===== src/rtl/ones_count_seq.sv =====
module ones_count_seq #(
  parameter int AW  = 3,
  parameter int OPW = 3,
  parameter logic [AW-1:0] R_DATA = 1,
  parameter logic [AW-1:0] R_MASK = 2,
  parameter logic [AW-1:0] R_CNT  = 3,
  parameter logic [AW-1:0] R_TMP  = 4
) (
  input  logic                       clk,
  input  logic                       rst_n,
  input  logic                       start,
  input  logic                       data_zero,
  output logic [2+2*OPW+3*(AW+1)-1:0] ctrl_word,
  output logic                       done
);
  localparam int CW     = 2 + 2*OPW + 3*(AW+1);
  localparam int IE_BIT = CW - 1;
  localparam int OE_BIT = CW - 2;
  localparam int WE_BIT = 2*(AW+1) + AW;

  localparam logic [OPW-1:0] ALU_AND = OPW'(0);
  localparam logic [OPW-1:0] ALU_ADD = OPW'(4);
  localparam logic [OPW-1:0] ALU_INC = OPW'(6);
  localparam logic [OPW-1:0] SH_PASS = OPW'(0);
  localparam logic [OPW-1:0] SH_SHR  = OPW'(1);
  localparam logic [AW-1:0]  R_NONE  = '0;

  typedef enum logic [3:0] {
    ST_IDLE, ST_LOAD, ST_CLR, ST_MASK, ST_AND, ST_ACC, ST_SHR, ST_CHK, ST_EMIT
  } state_t;

  state_t state, state_nx;

  function automatic logic [CW-1:0] mk(
    input logic ie, input logic oe,
    input logic [OPW-1:0] alu, input logic [OPW-1:0] sh,
    input logic we, input logic [AW-1:0] wa,
    input logic ea, input logic [AW-1:0] aa,
    input logic eb, input logic [AW-1:0] ba);
    return {ie, oe, alu, sh, we, wa, ea, aa, eb, ba};
  endfunction

  always_comb begin
    state_nx = state;
    case (state)
      ST_IDLE: if (start) state_nx = ST_LOAD;
      ST_LOAD: state_nx = ST_CLR;
      ST_CLR:  state_nx = ST_MASK;
      ST_MASK: state_nx = data_zero ? ST_EMIT : ST_AND;
      ST_AND:  state_nx = ST_ACC;
      ST_ACC:  state_nx = ST_SHR;
      ST_SHR:  state_nx = ST_CHK;
      ST_CHK:  state_nx = data_zero ? ST_EMIT : ST_AND;
      ST_EMIT: state_nx = ST_IDLE;
      default: state_nx = ST_IDLE;
    endcase
  end

  always_ff @(posedge clk) begin
    if (!rst_n) state <= ST_IDLE;
    else        state <= state_nx;
  end

  always_comb begin
    case (state)
      ST_LOAD: ctrl_word = mk(1'b1, 1'b0, ALU_AND, SH_PASS, 1'b1, R_DATA, 1'b0, R_NONE, 1'b0, R_NONE);
      ST_CLR:  ctrl_word = mk(1'b0, 1'b0, ALU_ADD, SH_PASS, 1'b1, R_CNT,  1'b0, R_NONE, 1'b0, R_NONE);
      ST_MASK: ctrl_word = mk(1'b0, 1'b0, ALU_INC, SH_PASS, 1'b1, R_MASK, 1'b0, R_NONE, 1'b0, R_NONE);
      ST_AND:  ctrl_word = mk(1'b0, 1'b0, ALU_AND, SH_PASS, 1'b1, R_TMP,  1'b1, R_DATA, 1'b1, R_MASK);
      ST_ACC:  ctrl_word = mk(1'b0, 1'b0, ALU_ADD, SH_PASS, 1'b1, R_CNT,  1'b1, R_CNT,  1'b1, R_TMP);
      ST_SHR:  ctrl_word = mk(1'b0, 1'b0, ALU_ADD, SH_SHR,  1'b1, R_DATA, 1'b1, R_DATA, 1'b0, R_NONE);
      ST_EMIT: ctrl_word = mk(1'b0, 1'b1, ALU_ADD, SH_PASS, 1'b0, R_NONE, 1'b1, R_CNT,  1'b0, R_NONE);
      default: ctrl_word = '0;
    endcase
  end

  assign done = (state == ST_EMIT);

  assert_done_single_R6: assert property (@(posedge clk) disable iff (!rst_n)
    done |=> !done);

  assert_idle_after_done_R6: assert property (@(posedge clk) disable iff (!rst_n)
    done |=> (ctrl_word == '0));

  assert_start_loads_R3: assert property (@(posedge clk) disable iff (!rst_n)
    (state == ST_IDLE && start) |=> (ctrl_word[IE_BIT] && ctrl_word[WE_BIT]));

  assert_busy_start_ignored_R7: assert property (@(posedge clk) disable iff (!rst_n)
    (state != ST_IDLE && start) |=> !ctrl_word[IE_BIT]);

  assert_pretest_exit_R4: assert property (@(posedge clk) disable iff (!rst_n)
    (state == ST_MASK && data_zero) |=> done);

  assert_shift_then_test_R5: assert property (@(posedge clk) disable iff (!rst_n)
    (state == ST_SHR) |=> (ctrl_word == '0 && !done));

  assert_loop_reentry_R5: assert property (@(posedge clk) disable iff (!rst_n)
    (state == ST_CHK && !data_zero) |=> (!done && ctrl_word[WE_BIT] && !ctrl_word[OE_BIT]));

  assert_emit_no_write_R1: assert property (@(posedge clk) disable iff (!rst_n)
    done |-> (ctrl_word[OE_BIT] && !ctrl_word[WE_BIT]));
endmodule


===== config.mk =====
export PLATFORM = sky130hd
export DESIGN_NAME = ones_count_seq
export DESIGN_NICKNAME = d
export VERILOG_FILES = /design/src/rtl/ones_count_seq.sv
export SDC_FILE = /design/constraint.sdc
export NUM_CORES = 1
export LEC_CHECK = 0
export BUFFER_PORTS_ARGS = -buffer_cell sky130_fd_sc_hd__clkbuf_2
export CAP_MARGIN = 20
export CORE_AREA = 2 2 39 41
export DETAILED_ROUTE_END_ITERATION = 10
export DIE_AREA = 0 0 41 43
export PLACE_DENSITY = 0.55
export SYNTH_ARGS = -nofsm -noshare
export SYNTH_HDL_FRONTEND = slang
export SYNTH_SLANG_ARGS = --single-unit

===== constraint.sdc =====
create_clock -name clk -period 1.6 [get_ports clk]
set_input_delay 0.16 -clock clk [delete_from_list [all_inputs] [get_ports clk]]
set_output_delay 0.16 -clock clk [all_outputs]
set_load 0.02 [all_outputs]

-- Yosys cells after proc, flatten, opt, wreduce, memory -nomap -nowiden
Cells that the tools add are included.
- equality and inequality tests: 9
- multiplexer cells: 4
- reductions and logical operators: 2
- operator list (operator ; number):
    one-hot mux 20 bit (7 select lines) ; 1
    one-hot mux 4 bit (7 select lines) ; 1
    equality test 4 x 3 -> 1 bit, second input constant ; 4
    equality test 4 x 2 -> 1 bit, second input constant ; 2
    two-way mux 4 bit ; 2
    equality test 4 x 1 -> 1 bit, second input constant ; 1
    equality test 4 bit, second input constant ; 1
    logical NOT 4 bit ; 1
    inequality test 2 bit, second input constant ; 1
    OR reduction 2 bit ; 1
- flip-flop bits (word level): 4
- output and inout port bits: 21
- word-level logic and storage cells: 16

-- Depth between registers and ports, before layout
- depth after elaboration: 3
- depth in mapped cells: 4
- gate-level depth less buffers: 2

-- Worst setup path before layout
OpenSTA, ideal clock, no wires.
- path type: register to output
- from: register state[0]
- to: output port ctrl_word[10]
- arrival: 1352 ps
- data required time: 1440 ps
- slack: 88 ps
- cell stages (with the launch flop): 5
- buffers on the path: 2
- cell sequence: dfxtp_1 -> buf_6 -> nand2b_1 -> nor3_1 -> buf_4
- longest elaborated chain between the ends: 2
- RTL lines (item ; line ; RTL):
    start: declaration ; 32 ; state_t state, state_nx;
    start signal: assignment ; 61 ; else state <= state_nx;
    equality test 4 bit, or another cell as far along ; 65 ; case (state)
    one-hot mux 20 bit (7 select lines) (*) ; 65 ;
    end: declaration ; 13 ; output logic [2+2*OPW+3*(AW+1)-1:0] ctrl_word,
Mark *: on every way between the ends. The rest lies on a longest branch, timed or not.

-- Worst setup path after layout
- from: register state[2]
- to: output port ctrl_word[4]
Same word-level chain as after synthesis.

==> key figures <==
Floorplan
  – Cell row count: 14
  – Chip Height: between 40 and 50 um
  – Boundary pin count: 25
  – Die Width: ~41 um
  – Die Outline Area: roughly 1800 sq um
  – Initial Util: between 20% and 30%
  – Area of the core: roughly 1400 sq um

Worst setup path
  – Cell count along the critical path: 3
  – Crit. Startpoint: state[2]$_SDFFE_PN0P_
  – Kind of critical path: reg -> out
  – Origin of the critical flop-to-flop path: state[3]$_SDFFE_PN0P_
  – Top cell family by delay on the critical path: simple AND/OR/NAND/NOR gates
  – Capture instance of the worst register-to-register path: state[2]$_SDFFE_PN0P_
  – Largest stage delay, worst path: ~0.57 ns
  – Worst-path maximum fanout: 5
  – Library cell contributing the largest single delay on the critical path: sky130_fd_sc_hd__or4b_4
  – Ordered cell list for the critical path: or4b_4 > o21ai_2 > clkbuf_4
  – Sort of element at the end of the critical path: output pin
  – Cells on worst reg2reg path: 3
  – Data arrival time of the critical path: between 1 and 1.5 ns
  – Worst R2R Setup Slack: between 0.6 and 0.7 ns
  – Crit path buffers/inverters: 1
  – WP data required: ~1.4 ns
  – Nature of the critical path startpoint: register
  – Endpoint of the worst setup timing path: ctrl_word[4]

Drt
  – Detailed router's first-iteration violation count: 3
  – Total length of routed wires: roughly 750 um
  – Routed via count: roughly 370
  – Number of search-and-repair iterations in the first detailed-routing pass: 6
  – DRT antenna net count: 0
  – Final routed wire length divided by cell count: 8.73 um
  – Routed vias/inst: approximately 4.3
  – Number of remaining DRC errors: 0

Finish
  – Largest registers: state (4)
  – Area growth from synthesis to layout: 29.2%
  – Largest register FFs: 4
  – Antenna cells: 0
  – Register with the most flip-flops: state
  – Share of post-route cells with drive strength above 1: 42.9%
  – Final net count: 76

Timing
  – Final clock period utilization by the worst path: between 90 and 100%
  – Setup TNS: 0 ns
  – Final clock skew: approximately 0.0015 ns
  – Timing-limited maximum frequency: about 650 MHz
  – WHS: roughly 0.17 ns
  – Setup repair after global routing missed its margin: false
  – Number of endpoints failing setup at the final stage: 0
  – Slew Limit Fails: 0
  – Minimum clock period after layout: roughly 1.5 ns
  – Fin. Hold Viols: 0

Clock network
  – Latest clock arrival within the worst-skew pair: approximately 0.24 ns
  – CTS H-tree depth: 1
  – Clk Tree Root Cell: sky130_fd_sc_hd__clkbuf_4
  – Clock-pin transition on the worst setup and hold timing paths: roughly 0.040 ns
  – Cts hold-fix bufs: 0
  – TritonCTS clock tree: yes
  – Buffers from clock root to sink, at most: 2
  – Number of buffers inserted during clock tree synthesis: 3
  – Count of clock tree sinks: 4

Yosys
  – Adder and majority cell fraction of the synthesized area: 0%
  – Most frequently used cell type in the post-synthesis netlist: sky130_fd_sc_hd__buf_4
  – Post-synthesis mux area share: 0%
  – Sequential fraction of the synthesis area: a little over a fifth
  – Number of distinct standard cells referenced by the synthesized netlist: 22
  – XOR/XNOR share of the synthesized area: 2.35%
  – EDFF count, synth: 0
  – Cell taking the most area after synthesis: sky130_fd_sc_hd__dfxtp_1
  – Most used standard cells in the synthesized netlist: sky130_fd_sc_hd__buf_4 (8), sky130_fd_sc_hd__nand2b_1 (6), sky130_fd_sc_hd__nor2_1 (6)
  – Top cells by area in the synthesized netlist: sky130_fd_sc_hd__dfxtp_1 (21%), sky130_fd_sc_hd__buf_4 (16%), sky130_fd_sc_hd__nand2b_1 (10%)
  – Main combinational cell family by area after synthesis: simple AND/OR/NAND/NOR gates
  – Synthesized-area fraction occupied by and/or/nand/nor cells: about 44%
  – Synthesized netlist cell count: between 50 and 60
  – Post-Synthesis Cell Area: ~370 sq um
  – Yosys warning total: 0
  – Top FF cell, synth: sky130_fd_sc_hd__dfxtp_1
  – Syn avg cell area: ~7.3 sq um
  – Area share of the largest cell type after synthesis: between 20% and 30%
  – Flip-flop and latch count after synthesis: 4
  – Fraction of the mapped netlist area in compound gates: 6.04%
  – Share of synthesized flip-flops with an asynchronous set or reset: 0%

Global route
  – Global Route Usage Sum: between 10% and 20%
  – First-pass GRT wire length: between 1000 and 1500 um
  – Total grt overflow: 0
  – Antenna violations before repair: 0
  – Number of global-route vias before repair: a little under 300
  – Largest net degree at the start of global routing: 12

Placement
  – Post-detailed-placement half-perimeter wirelength: 544 um
  – Port bufs: 19
  – Global placer's final weighted congestion: slightly below 0.7

Outcome
  – Status: finished clean

Power and ir drop
  – Max IR drop VDD: 0.345 mV
  – P per Cell Area: slightly below 900 nW/um^2
  – Static leakage: ~0.27 nW

Hold path
  – Worst hold path stage count: 3
  – Path class of the lowest-slack min-delay path: in -> reg

Run
  – Max-capacitance violation count: 0
[repair_timing]
action / in CTS / in global routing
endpoints found under the setup margin: 2 / 5
gates resized for setup: 2 / 2
setup buffers: 0 / 0
gates cloned: 0 / 0
[per-layer routing]
metal  GRT usage (%)  part of all wire [%]  up-vias
li1                -                     -      196
met1            13.2                    48      159
met2            12.8                    43       12
met3            7.85                   7.7        2
met4            4.00                   1.3        0
met5               0                     0        -
[cell families (layout without fill, tap and decap cells)]
group,Yosys count,in the layout
other,1,5
buffers and inverters,14,29
flip-flops,4,4
XOR/XNOR,1,1
AO/OA/AOI/OAI,4,4
AND/OR/NAND/NOR,27,27
[stage by stage]
| step | setup WS, ns | instances | power (mW) | utilization (%) | cell area (sq um) |
|---|---|---|---|---|---|
| after global routing | 0.0237 | 86 | 0.450 | 34.8 | 482 |
| after CTS | 0.0284 | 86 | 0.429 | 34.7 | 480 |
| after floorplan | 0.0879 | 55 | 0.260 | - | 388 |
| after detailed placement | 0.249 | 83 | 0.294 | 32.6 | 452 |
| final | 0.0682 | 86 | 0.419 | 34.8 | 482 |
| after global placement | 0.280 | 83 | 0.293 | 32.6 | 452 |
[tightest hold or removal path: cells and delay by family]
family | cells | cell delay, ns
buffers and inverters | 1 | 0.08
and+or+nand+nor | 2 | 0.12
[cells in the final DEF, fill, tap and decap left out]
cell / synthesis / layout
sky130_fd_sc_hd__a21oi_1: 2 / 2
sky130_fd_sc_hd__nand4bb_1: 1 / 1
sky130_fd_sc_hd__clkbuf_4: 0 / 4
sky130_fd_sc_hd__or3b_1: 2 / 2
sky130_fd_sc_hd__or4b_4: 1 / 1
sky130_fd_sc_hd__clkbuf_2: 0 / 17
sky130_fd_sc_hd__dfxtp_1: 4 / 3
sky130_fd_sc_hd__nor3b_1: 1 / 1
sky130_fd_sc_hd__a211oi_1: 1 / 1
sky130_fd_sc_hd__and2_2: 1 / 1
sky130_fd_sc_hd__inv_1: 3 / 3
sky130_fd_sc_hd__nor2_1: 6 / 6
sky130_fd_sc_hd__conb_1: 1 / 5
sky130_fd_sc_hd__buf_2: 2 / 1
sky130_fd_sc_hd__nand2_1: 1 / 1
sky130_fd_sc_hd__dfxtp_2: 0 / 1
sky130_fd_sc_hd__xnor2_1: 1 / 1
sky130_fd_sc_hd__nor3_1: 5 / 5
sky130_fd_sc_hd__buf_4: 8 / 4
sky130_fd_sc_hd__nand2b_1: 6 / 6
sky130_fd_sc_hd__o21ai_2: 0 / 1
sky130_fd_sc_hd__nand3_1: 1 / 1
sky130_fd_sc_hd__nand4_1: 1 / 1
sky130_fd_sc_hd__nand3b_1: 1 / 1
[power by group]
part	internal [mW]	switching, mW
Clock	0.0839	0.0420
Sequential	0.109	0.00817
Combinational	0.0656	0.111
[worst min path at each step]
stage / startpoint / to / slack (ns)
after floorplan: data_zero / state[3]$_SDFFE_PN0P_ / 0.31
after global placement: data_zero / state[3]$_SDFFE_PN0P_ / 0.41
after detailed placement: data_zero / state[3]$_SDFFE_PN0P_ / 0.41
after CTS: data_zero / state[3]$_SDFFE_PN0P_ / 0.16
after global routing: data_zero / state[3]$_SDFFE_PN0P_ / 0.19
final: data_zero / state[3]$_SDFFE_PN0P_ / 0.17
[layout make-up]
class                   count  area [sq um]
clock buffers               3          22.5
fillers                   149           902
inverters                   3          11.3
multi-input cells          37           219
flip-flops and latches      4          81.3
well taps                  16          20.0
repair buffers             23           128
Power figures use the tool's default switching activity.
